[config.mk]
export PLATFORM = sky130hd
export DESIGN_NAME = intx_router
export DESIGN_NICKNAME = d
export VERILOG_FILES = /design/src/rtl/intx_pkg.sv /design/src/rtl/intx_wire_state.sv /design/src/rtl/intx_cfg_regs.sv /design/src/rtl/intx_msi_arb.sv /design/src/rtl/intx_legacy_or.sv /design/src/rtl/intx_router.sv
export SDC_FILE = /design/constraint.sdc
export NUM_CORES = 2
export LEC_CHECK = 0
export ABC_AREA = 1
export BUFFER_PORTS_ARGS = -buffer_cell sky130_fd_sc_hd__clkbuf_2
export CELL_PAD_IN_SITES_DETAIL_PLACEMENT = 1
export CELL_PAD_IN_SITES_GLOBAL_PLACEMENT = 1
export CORE_MARGIN = 5
export CORE_UTILIZATION = 35
export CTS_CLUSTER_DIAMETER = 150
export CTS_CLUSTER_SIZE = 8
export DETAILED_ROUTE_END_ITERATION = 8
export PLACE_DENSITY_LB_ADDON = 0.1
export RECOVER_POWER = 100
export SYNTH_ARGS = -nofsm -noshare
export SYNTH_HDL_FRONTEND = slang
export SYNTH_HIERARCHICAL = 1
export SYNTH_SLANG_ARGS = --single-unit
[constraint.sdc]
create_clock -name clk -period 2.6 [get_ports clk]
set_input_delay 0 -clock clk [delete_from_list [all_inputs] [get_ports clk]]
set_output_delay 0 -clock clk [all_outputs]
set_load 0.03 [all_outputs]
[src/rtl/intx_pkg.sv]
package intx_pkg;

  localparam int PINS_PER_PORT = 4;
  localparam int PIN_W         = 2;
  localparam int MAX_ENTRIES   = 64;

  typedef enum logic [1:0] {
    SUB_CTRL = 2'd0,
    SUB_ADDR = 2'd1,
    SUB_DATA = 2'd2,
    SUB_RSVD = 2'd3
  } reg_sub_e;

  // Keep only the lowest set bit of a request vector.
  function automatic logic [MAX_ENTRIES-1:0] lowest_onehot(input logic [MAX_ENTRIES-1:0] v);
    return v & (~v + 64'd1);
  endfunction

  // Index of the single set bit (0 when none is set).
  function automatic logic [5:0] onehot_index(input logic [MAX_ENTRIES-1:0] oh);
    logic [5:0] idx;
    idx = '0;
    for (int i = 0; i < MAX_ENTRIES; i++) begin
      if (oh[i]) idx = 6'(i);
    end
    return idx;
  endfunction

endpackage

[src/rtl/intx_wire_state.sv]
module intx_wire_state #(
  parameter int NUM_PORTS = 4,
  localparam int PORT_W   = $clog2(NUM_PORTS),
  localparam int ENTRY_W  = PORT_W + intx_pkg::PIN_W,
  localparam int N        = NUM_PORTS * intx_pkg::PINS_PER_PORT
) (
  input  logic              clk,
  input  logic              rst_n,
  input  logic              msg_valid,
  input  logic [PORT_W-1:0] msg_port,
  input  logic [1:0]        msg_pin,
  input  logic              msg_assert,
  output logic [N-1:0]      flag_q,
  output logic [N-1:0]      flag_nxt
);

  logic [ENTRY_W-1:0] msg_idx;
  logic               msg_ok;

  assign msg_idx = {msg_port, msg_pin};
  assign msg_ok  = msg_valid && ({1'b0, msg_port} < (PORT_W+1)'(NUM_PORTS));

  always_comb begin
    flag_nxt = flag_q;
    if (msg_ok) flag_nxt[msg_idx] = msg_assert;
  end

  always_ff @(posedge clk or negedge rst_n) begin
    if (!rst_n) flag_q <= '0;
    else        flag_q <= flag_nxt;
  end

  AST_FLAG_FOLLOWS_MSG: assert property (@(posedge clk) disable iff (!rst_n)
    msg_ok |=> flag_q[$past(msg_idx)] == $past(msg_assert));

endmodule

[src/rtl/intx_cfg_regs.sv]
module intx_cfg_regs #(
  parameter int NUM_PORTS = 4,
  parameter int WORD_W    = 32,
  localparam int PORT_W   = $clog2(NUM_PORTS),
  localparam int ENTRY_W  = PORT_W + intx_pkg::PIN_W,
  localparam int N        = NUM_PORTS * intx_pkg::PINS_PER_PORT,
  localparam int RA_W     = ENTRY_W + 3
) (
  input  logic               clk,
  input  logic               rst_n,
  input  logic               reg_wr,
  input  logic [RA_W-1:0]    reg_addr,
  input  logic [WORD_W-1:0]  reg_wdata,
  input  logic [ENTRY_W-1:0] rd_idx,
  output logic [N-1:0]       mask_q,
  output logic [N-1:0]       mask_nxt,
  output logic               route_dis,
  output logic               boot_off,
  output logic [WORD_W-1:0]  rd_addr,
  output logic [WORD_W-1:0]  rd_data
);
  import intx_pkg::*;

  logic [N-1:0][WORD_W-1:0] addr_tab;
  logic [N-1:0][WORD_W-1:0] data_tab;
  logic                     wr_glob;
  logic                     wr_ent;
  logic [ENTRY_W-1:0]       wr_idx;
  reg_sub_e                 wr_sub;

  assign wr_glob = reg_wr &&  reg_addr[RA_W-1];
  assign wr_ent  = reg_wr && !reg_addr[RA_W-1];
  assign wr_idx  = reg_addr[RA_W-2:2];
  assign wr_sub  = reg_sub_e'(reg_addr[1:0]);

  always_comb begin
    mask_nxt = mask_q;
    if (wr_ent && wr_sub == SUB_CTRL) mask_nxt[wr_idx] = reg_wdata[0];
  end

  always_ff @(posedge clk or negedge rst_n) begin
    if (!rst_n) begin
      mask_q    <= '1;
      route_dis <= 1'b0;
      boot_off  <= 1'b0;
      addr_tab  <= '0;
      data_tab  <= '0;
    end else begin
      mask_q <= mask_nxt;
      if (wr_glob) begin
        route_dis <= reg_wdata[0];
        boot_off  <= reg_wdata[1];
      end
      if (wr_ent && wr_sub == SUB_ADDR) addr_tab[wr_idx] <= reg_wdata;
      if (wr_ent && wr_sub == SUB_DATA) data_tab[wr_idx] <= reg_wdata;
    end
  end

  assign rd_addr = addr_tab[rd_idx];
  assign rd_data = data_tab[rd_idx];

  AST_MASK_WRITE: assert property (@(posedge clk) disable iff (!rst_n)
    (wr_ent && wr_sub == SUB_CTRL) |=> mask_q[$past(wr_idx)] == $past(reg_wdata[0]));

endmodule

[src/rtl/intx_msi_arb.sv]
module intx_msi_arb #(
  parameter int NUM_PORTS = 4,
  parameter int WORD_W    = 32,
  localparam int PORT_W   = $clog2(NUM_PORTS),
  localparam int ENTRY_W  = PORT_W + intx_pkg::PIN_W,
  localparam int N        = NUM_PORTS * intx_pkg::PINS_PER_PORT
) (
  input  logic               clk,
  input  logic               rst_n,
  input  logic [N-1:0]       set_vec,
  input  logic [N-1:0]       cancel_vec,
  input  logic [WORD_W-1:0]  sel_addr,
  input  logic [WORD_W-1:0]  sel_data,
  output logic [ENTRY_W-1:0] grant_idx,
  input  logic               msi_ready,
  output logic               msi_valid,
  output logic [WORD_W-1:0]  msi_addr,
  output logic [WORD_W-1:0]  msi_data
);
  import intx_pkg::*;

  logic [N-1:0] pend_q;
  logic [N-1:0] pend_nxt;
  logic [N-1:0] grant_vec;
  logic         load;

  assign load      = (|pend_q) && (!msi_valid || msi_ready);
  assign grant_vec = load ? N'(lowest_onehot(MAX_ENTRIES'(pend_q))) : '0;
  assign grant_idx = ENTRY_W'(onehot_index(MAX_ENTRIES'(grant_vec)));
  assign pend_nxt  = (pend_q & ~grant_vec & ~cancel_vec) | set_vec;

  always_ff @(posedge clk or negedge rst_n) begin
    if (!rst_n) begin
      pend_q    <= '0;
      msi_valid <= 1'b0;
      msi_addr  <= '0;
      msi_data  <= '0;
    end else begin
      pend_q <= pend_nxt;
      if (load) begin
        msi_valid <= 1'b1;
        msi_addr  <= sel_addr;
        msi_data  <= sel_data;
      end else if (msi_ready) begin
        msi_valid <= 1'b0;
      end
    end
  end

  AST_MSI_HOLD: assert property (@(posedge clk) disable iff (!rst_n)
    (msi_valid && !msi_ready) |=> msi_valid && $stable(msi_addr) && $stable(msi_data));
  AST_GRANT_ONEHOT: assert property (@(posedge clk) disable iff (!rst_n)
    $onehot0(grant_vec));
  AST_GRANT_LOWEST: assert property (@(posedge clk) disable iff (!rst_n)
    (|grant_vec) |-> ((grant_vec - N'(1)) & pend_q) == '0);
  AST_SET_PENDS: assert property (@(posedge clk) disable iff (!rst_n)
    (|set_vec) |=> (|pend_q) || msi_valid);

endmodule

[src/rtl/intx_legacy_or.sv]
module intx_legacy_or #(
  parameter int NUM_PORTS = 4,
  localparam int NPIN     = intx_pkg::PINS_PER_PORT,
  localparam int N        = NUM_PORTS * NPIN
) (
  input  logic [N-1:0]    flag_q,
  input  logic [N-1:0]    mask_q,
  input  logic            fwd_en,
  output logic [NPIN-1:0] legacy_out
);

  for (genvar p = 0; p < NPIN; p++) begin : g_pin
    logic any;
    always_comb begin
      any = 1'b0;
      for (int q = 0; q < NUM_PORTS; q++) begin
        any = any | (flag_q[q*NPIN + p] & mask_q[q*NPIN + p]);
      end
    end
    assign legacy_out[p] = fwd_en & any;
  end

endmodule

[src/rtl/intx_router.sv]
module intx_router #(
  parameter int NUM_PORTS = 4,
  parameter int WORD_W    = 32,
  localparam int PORT_W   = $clog2(NUM_PORTS),
  localparam int ENTRY_W  = PORT_W + intx_pkg::PIN_W,
  localparam int N        = NUM_PORTS * intx_pkg::PINS_PER_PORT,
  localparam int RA_W     = ENTRY_W + 3
) (
  input  logic              clk,
  input  logic              rst_n,
  input  logic              msg_valid,
  input  logic [PORT_W-1:0] msg_port,
  input  logic [1:0]        msg_pin,
  input  logic              msg_assert,
  input  logic              reg_wr,
  input  logic [RA_W-1:0]   reg_addr,
  input  logic [WORD_W-1:0] reg_wdata,
  output logic              msi_valid,
  input  logic              msi_ready,
  output logic [WORD_W-1:0] msi_addr,
  output logic [WORD_W-1:0] msi_data,
  output logic [3:0]        legacy_out
);

  logic [N-1:0]       flag_q, flag_nxt;
  logic [N-1:0]       mask_q, mask_nxt;
  logic [N-1:0]       set_vec, cancel_vec;
  logic               route_dis, boot_off, fwd_en;
  logic [ENTRY_W-1:0] grant_idx;
  logic [WORD_W-1:0]  sel_addr, sel_data;

  intx_wire_state #(.NUM_PORTS(NUM_PORTS)) u_wires (
    .clk, .rst_n, .msg_valid, .msg_port, .msg_pin, .msg_assert,
    .flag_q, .flag_nxt
  );

  intx_cfg_regs #(.NUM_PORTS(NUM_PORTS), .WORD_W(WORD_W)) u_cfg (
    .clk, .rst_n, .reg_wr, .reg_addr, .reg_wdata,
    .rd_idx(grant_idx), .mask_q, .mask_nxt, .route_dis, .boot_off,
    .rd_addr(sel_addr), .rd_data(sel_data)
  );

  // An entry arms a request when it becomes "raised and unmasked".
  assign set_vec    = flag_nxt & ~mask_nxt & ~(flag_q & ~mask_q);
  assign cancel_vec = mask_nxt;
  assign fwd_en     = !route_dis && !boot_off;

  intx_msi_arb #(.NUM_PORTS(NUM_PORTS), .WORD_W(WORD_W)) u_arb (
    .clk, .rst_n, .set_vec, .cancel_vec, .sel_addr, .sel_data, .grant_idx,
    .msi_ready, .msi_valid, .msi_addr, .msi_data
  );

  intx_legacy_or #(.NUM_PORTS(NUM_PORTS)) u_legacy (
    .flag_q, .mask_q, .fwd_en, .legacy_out
  );

  AST_DROP_WHEN_DISABLED: assert property (@(posedge clk) disable iff (!rst_n)
    route_dis |-> legacy_out == 4'b0);
  AST_BOOT_OFF_MUTES: assert property (@(posedge clk) disable iff (!rst_n)
    boot_off |-> legacy_out == 4'b0);
  AST_SET_UNMASKED: assert property (@(posedge clk) disable iff (!rst_n)
    (|set_vec) |=> ($past(set_vec) & mask_q) == '0);

endmodule

Word-level counts from Yosys, hierarchy flattened
Index checks and enable logic that the tools add are counted.

Bits of input ports: 49. Output and inout bits: 69. Flip-flop bits (word level): 1139. Word-level logic and storage cells: 143.

Add/subtract/negate cells: 1. $lt $le $gt $ge: 5. Muxes and demuxes: 34. Equal/unequal tests: 2. Reduce and logical (&&, ||, !) cells: 17. Bitwise logic cells: 44.

Operators with widths (number): bitwise mux 512 bit (2); binary-select mux 32 bit (select 4 bit) (2); demux 32 bit (select 4 bit) (1); AND 16 bit (6); two-way mux 32 bit (3); inverter 16 bit (5); two-way mux 16 bit (3); bitwise mux 16 bit (2); two-way mux 4 bit (8); AND 1 bit (20); adder 16 x 1 -> 16 bit, second input constant (1); bitwise OR 16 bit (1); OR reduction 16 bit (1); less-than comparator 4 x 5 -> 1 bit, second input constant (3); two-way mux 3 bit (4); bitwise OR 1 bit (12); logical AND 1 bit (9); demux 1 bit (select 4 bit) (2); >= comparator 4 x 1 -> 1 bit, second input constant (2); two-way mux 1 bit (5); logical NOT 1 bit (4); two-way mux 2 bit (2); == test 2 x 1 -> 1 bit, second input constant (1); == test 2 bit, second input constant (1); other kinds (3) (3).

Depth between registers and ports, before layout
Word-level depth: 21. Gate-level depth with buffers: 21. Mapped depth without buffers: 18.

Modules after synthesis
The synthesis kept the hierarchy.

Modules (own cells, without submodules): intx_cfg_regs (area each 50790.0 µm², cells an instance 6658, seq. area each 26095.0 µm², times used 1); intx_msi_arb (area each 3525.9 µm², cells an instance 413, seq. area each 2026.9 µm², times used 1); intx_wire_state (area each 847.1 µm², cells an instance 121, seq. area each 400.4 µm², times used 1); intx_router (area each 304.0 µm², cells an instance 81, seq. area each 0.0 µm², times used 1); intx_legacy_or (area each 123.9 µm², cells an instance 33, seq. area each 0.0 µm², times used 1).

Worst setup path after synthesis
OpenSTA, ideal clock, no wires.

Kind: flip-flop to flip-flop. From: reg u_arb.pend_q[8]. To: reg u_arb.msi_addr[23]. Slack: -0.007 ns. Arrival time: 2.491 ns. Library setup time: 0.117 ns. Period minus slack after synthesis: 2.607 ns. Stages on the path, launching flop included: 21. Path buffers: 4. Data required time: 2.483 ns. Cell sequence: dfrtp_1 nor2_2 nand2_1 nor2_2 nand2_4 nand2_4 inv_2 buf_6 nand4_1 nand3_1 buf_2 inv_2 clkbuf_1 clkbuf_1 nand2_1 nand3_1 nand3_1 nand3_1 nand2_1 nand2_1 nand2_1.

Cells in the longest elaborated chain, start to end: 20. Elaborated cells on any way between the ends: 23. Classes of those cells: add/sub: 1; mux: 18; bitwise: 2; reduce/logical: 2.

RTL lines: start, declared (line intx_msi_arb.sv:22) `logic [N-1:0] pend_q;`; start signal, assigned (line intx_msi_arb.sv:39) `pend_q <= pend_nxt;`; OR reduction 16 bit (line intx_msi_arb.sv:27) `assign load = (|pend_q) && (!msi_valid || msi_ready);`; logical AND 1 bit (line intx_msi_arb.sv:27); two-way mux 16 bit (*) (line intx_msi_arb.sv:28) `assign grant_vec = load ? N'(lowest_onehot(MAX_ENTRIES'(pend_q))) : '0;`; two-way mux 1 bit (line intx_pkg.sv:24) `if (oh[i]) idx = 6'(i);`; two-way mux 2 bit (2 in series) (line intx_pkg.sv:24); two-way mux 3 bit (4 in series) (line intx_pkg.sv:24); two-way mux 4 bit (7 in series) (line intx_pkg.sv:24); two-way mux 4 bit (*) (line intx_pkg.sv:24); named net grant_idx[0] (line intx_router.sv:29) `logic [ENTRY_W-1:0] grant_idx;`; binary-select mux 32 bit (select 4 bit) (*) (line intx_cfg_regs.sv:59) `assign rd_addr = addr_tab[rd_idx];`; two-way mux 32 bit (not written as such) (*) (line intx_cfg_regs.sv:59); named net sel_addr[23] (line intx_router.sv:30) `logic [WORD_W-1:0] sel_addr, sel_data;`; end signal, assigned (line intx_msi_arb.sv:42) `msi_addr <= sel_addr;`; end, declared (line intx_msi_arb.sv:17) `output logic [WORD_W-1:0] msi_addr,`.

The timed path passes the listed nets; every way through them passes the cells marked *. The select of a mux whose other input is x is not followed. A chain may end at the register's enable or synchronous reset.

Worst setup path after layout
From: reg u_arb.pend_q[2]. To: reg u_arb.msi_data[30].

Cells in the longest elaborated chain, start to end: 20. Elaborated cells on any way between the ends: 23. Classes of those cells: add/sub: 1; mux: 18; bitwise: 2; reduce/logical: 2.

RTL lines: inverter 16 bit or OR reduction 16 bit (tied branches) (line intx_pkg.sv:16, intx_msi_arb.sv:27); adder 16 x 1 -> 16 bit or logical AND 1 bit (tied branches) (line intx_pkg.sv:16, intx_msi_arb.sv:27); AND 16 bit or two-way mux 16 bit (tied branches) (line intx_pkg.sv:16, intx_msi_arb.sv:28); two-way mux 16 bit (*) (line intx_msi_arb.sv:28); two-way mux 2 bit (2 in series) (line intx_pkg.sv:24); two-way mux 3 bit (4 in series) (line intx_pkg.sv:24); two-way mux 4 bit (7 in series) (line intx_pkg.sv:24); two-way mux 4 bit (*) (line intx_pkg.sv:24); named net grant_idx[0] (line intx_router.sv:29); binary-select mux 32 bit (select 4 bit) (*) (line intx_cfg_regs.sv:60) `assign rd_data = data_tab[rd_idx];`; two-way mux 32 bit (not written as such) (*) (line intx_cfg_regs.sv:60); named net sel_data[30] (line intx_router.sv:30); end signal, assigned (line intx_msi_arb.sv:43) `msi_data <= sel_data;`; end, declared (line intx_msi_arb.sv:18) `output logic [WORD_W-1:0] msi_data`.

Marks and branches as above.

==> impl_metrics.json <==
{
  "core_mm2": 0.158,
  "max_slew_margin_pct": -1.30,
  "final_cell_area_mm2": 0.0674,
  "placed_cell_area_mm2": 0.0606,
  "grt_pass1_vias": 50875,
  "drcViolationCount": 0,
  "ys_types": 36,
  "place_hpwl_mm": 122,
  "fin_crit_sh_pct": 112,
  "total_power_mw": 69.8,
  "reg2reg_from": "u_arb/pend_q[2]$_DFF_PN0_",
  "max_freq_ghz": 0.342,
  "status": "finished with violations",
  "reg2reg_to": "u_arb/msi_data[30]$_DFFE_PN0P_",
  "synth-seq-area-share_pct": 51.3,
  "setup_ws_ps": -320,
  "cp-end-kind": "flip-flop",
  "clk_pin_slew_ps": 50,
  "dp_cells": 9336,
  "cts_buffer_depth": 3,
  "drive_gt1_share_pct": 11.9,
  "synth_area_mm2": 0.0556,
  "root_buffer": "clkbuf_16",
  "synthTopCellsByArea": "dfrtp_1, nand2_1, nand3_1",
  "holdPathEnd": "u_cfg/route_dis$_DFFE_PN0P_",
  "final_cells": 9700,
  "cellPowerDensity_mw_per_mm2": 1040,
  "min_from": "reg_wr",
  "setup_viol_count_final": 85,
  "synthArstFlopShare_pct": 100,
  "rsz0062_at_grt": "true",
  "place.port_buffers": 117,
  "startpoint_type": "flip-flop",
  "wl_per_cell_um": 22.1,
  "p_leak_nw": 33.1,
  "grt_overflow": 0,
  "skew_ps": 22.4,
  "pre_cts_ws_ps": -342,
  "grt_max_degree": 94,
  "first_pass_iters": 5,
  "clkLatencyLatePin_ps": 770,
  "final_max_slew_viol_count": 36,
  "num-fill-cells": 19069,
  "start_util_pct": 35.1,
  "drt-initial-drc-count": 3225,
  "yosysMostFrequentCell": "nand2_1",
  "fin_util_pct": 42.6,
  "hold_viol": 0,
  "synth_commonest_cells": "nand2_1, dfrtp_1, inv_1, nand3_1, o21ai_0",
  "synth_seq_cells": 1139,
  "syn_inst": 7306,
  "gp_congestion": 0.793,
  "area_delta_synth_final_pct": 21.3,
  "numCtsBuffers": 160,
  "r2r_cells": 22,
  "worstHoldPathType": "primary input to flip-flop",
  "critPathMaxFanout": 7,
  "num_io_pins": 118,
  "failed_checks": "max-capacitance violations, max-slew violations, negative setup slack",
  "finalNetCount": 7652,
  "synth_ff_type": "dfrtp_1",
  "holdWs_ps": 141,
  "routed_wl_mm": 214,
  "die_x_um": 409,
  "max_cap_viol_count": 1,
  "worstPathArrival_ps": 3610,
  "yosys.area.top_type_share_pct": 50.6,
  "required_ps": 3290,
  "antenna_cells": 0,
  "ys.warnings.count": 6,
  "cts.sinks": 1139,
  "antenna_found_initial": 5,
  "finalCriticalPeriod_ps": 2920,
  "rows": 146,
  "synth_area_leader_cell": "dfrtp_1",
  "die_area_mm2": 0.167,
  "r2r_slack_ps": -320,
  "synth_edf_count": 0,
  "ant_nets": 0,
  "syn_avg_cell_area_um2": 7.61,
  "synth_nets": 7355,
  "vdd_ir_drop_max_mv": 0.744,
  "tns_ps": -17530,
  "grt_pass1_wl_mm": 321,
  "die_h_um": 409,
  "vias": 48610,
  "critical_path_class": "flip-flop to flip-flop",
  "tightest_slew_ps": 1520,
  "grt_usage_pct": 25.0,
  "avgViaCountPerCell": 5.01,
  "cts_tree": "built",
  "worstHoldPathCells": 4,
  "cts_max_level": 4
}
## report_power, final
part / total [mW] / internal, mW / leakage [nW] / switching, mW
logic: 29.9 / 12.1 / 15.6 / 17.7
registers: 20.8 / 19.6 / 15.4 / 1.20
clock network: 19.2 / 11.3 / 2.11 / 7.86
total: 69.8 / 43.0 / 33.1 / 26.8
## cells by family after synthesis
family | Yosys count | share of synthesized area, %
compound gates | 1070 | 10.8
buf+inv | 1439 | 10.8
flops | 1139 | 51.3
simple gates | 3658 | 27.1
## final cells by class
| type | count | area [um^2] | share of cell area (%) |
|---|---|---|---|
| Clock buffer | 182 | 4260 | 6.31 |
| Inverter | 919 | 3510 | 5.21 |
| Tap cell | 2072 | 2590 | 3.84 |
| Multi-Input combinational cell | 4728 | 21300 | 31.6 |
| Clock inverter | 5 | 50.0 | 0.0742 |
| Sequential cell | 1139 | 28500 | 42.3 |
| Timing Repair Buffer | 655 | 7200 | 10.7 |
## registers in the layout, indices dropped and copies added (netlist names)
signal and cells:
u_arb/msi_addr 32, u_cfg/addr_tab 512, u_arb/msi_valid 1, u_cfg/data_tab 512, u_wires/flag_q 16, u_cfg/route_dis 1, u_cfg/boot_off 1, u_arb/pend_q 16
u_cfg/mask_q 16, u_arb/msi_data 32
## layout by cell type, fill, tap and decap left out, types with 7 or more instances in the layout
| cell type | instances |
|---|---|
| o21ai_1 | 108 |
| dfrtp_1 | 1123 |
| clkbuf_4 | 20 |
| nand2_2 | 52 |
| o21ai_2 | 18 |
| nor2_1 | 87 |
| inv_1 | 889 |
| nand2_4 | 33 |
| nand3_2 | 83 |
| clkbuf_2 | 60 |
| nand4_1 | 9 |
| clkbuf_1 | 119 |
| buf_4 | 197 |
| o21ai_0 | 919 |
| dfstp_2 | 16 |
| nor3_1 | 7 |
| clkinv_1 | 18 |
| buf_8 | 15 |
| nor2_2 | 20 |
| buf_6 | 33 |
| buf_16 | 33 |
| dlygate4sd3_1 | 67 |
| nand2_1 | 2645 |
| buf_12 | 90 |
| o21bai_1 | 13 |
| clkbuf_16 | 197 |
| nand3_1 | 704 |
## routing by layer
layer,wire length [um],GRT usage [%]
met5,0,0
met4,4050,5.38
met3,7410,3.19
met2,100000,41.6
met1,103000,34.9
## worst max path at each step
| stage | start | endpoint |
|---|---|---|
| final | u_arb/pend_q[2]$_DFF_PN0_ | u_arb/msi_data[30]$_DFFE_PN0P_ |
| after global routing | u_arb/pend_q[2]$_DFF_PN0_ | u_arb/msi_data[4]$_DFFE_PN0P_ |
| after CTS | u_arb/pend_q[5]$_DFF_PN0_ | u_arb/msi_addr[23]$_DFFE_PN0P_ |
| after detailed placement | u_arb/pend_q[4]$_DFF_PN0_ | u_arb/msi_data[12]$_DFFE_PN0P_ |
| after global placement | u_arb/pend_q[2]$_DFF_PN0_ | u_arb/msi_addr[2]$_DFFE_PN0P_ |
| after floorplan | u_arb/pend_q[8]$_DFF_PN0_ | u_arb/msi_addr[4]$_DFFE_PN0P_ |
## what timing repair did
item	CTS	global route
gates cloned	15	33
hold buffers	68	0
pin swaps	15	95
resized for setup	103	183
setup endpoints to repair	64	65
hold endpoints to repair	2149	0
setup buffers	37	27
## critical path: stages (launching register included)
cell,delay (ps)
dfrtp_1,390
nor2_2,150
nand2_4,80
nor2_8,150
nand2_4,110
nand2_8,110
inv_6,60
buf_12,120
nand4_1,130
nand3_4,190
inv_12,140
buf_16,150
buf_12,150
clkbuf_16,180
clkbuf_16,150
nand2_4,40
nand2_2,40
nand2_1,50
nand3_1,70
nand3_1,70
nand2_1,80
nand2_1,60
nand2_1,110
Power figures use the tool's default switching activity.
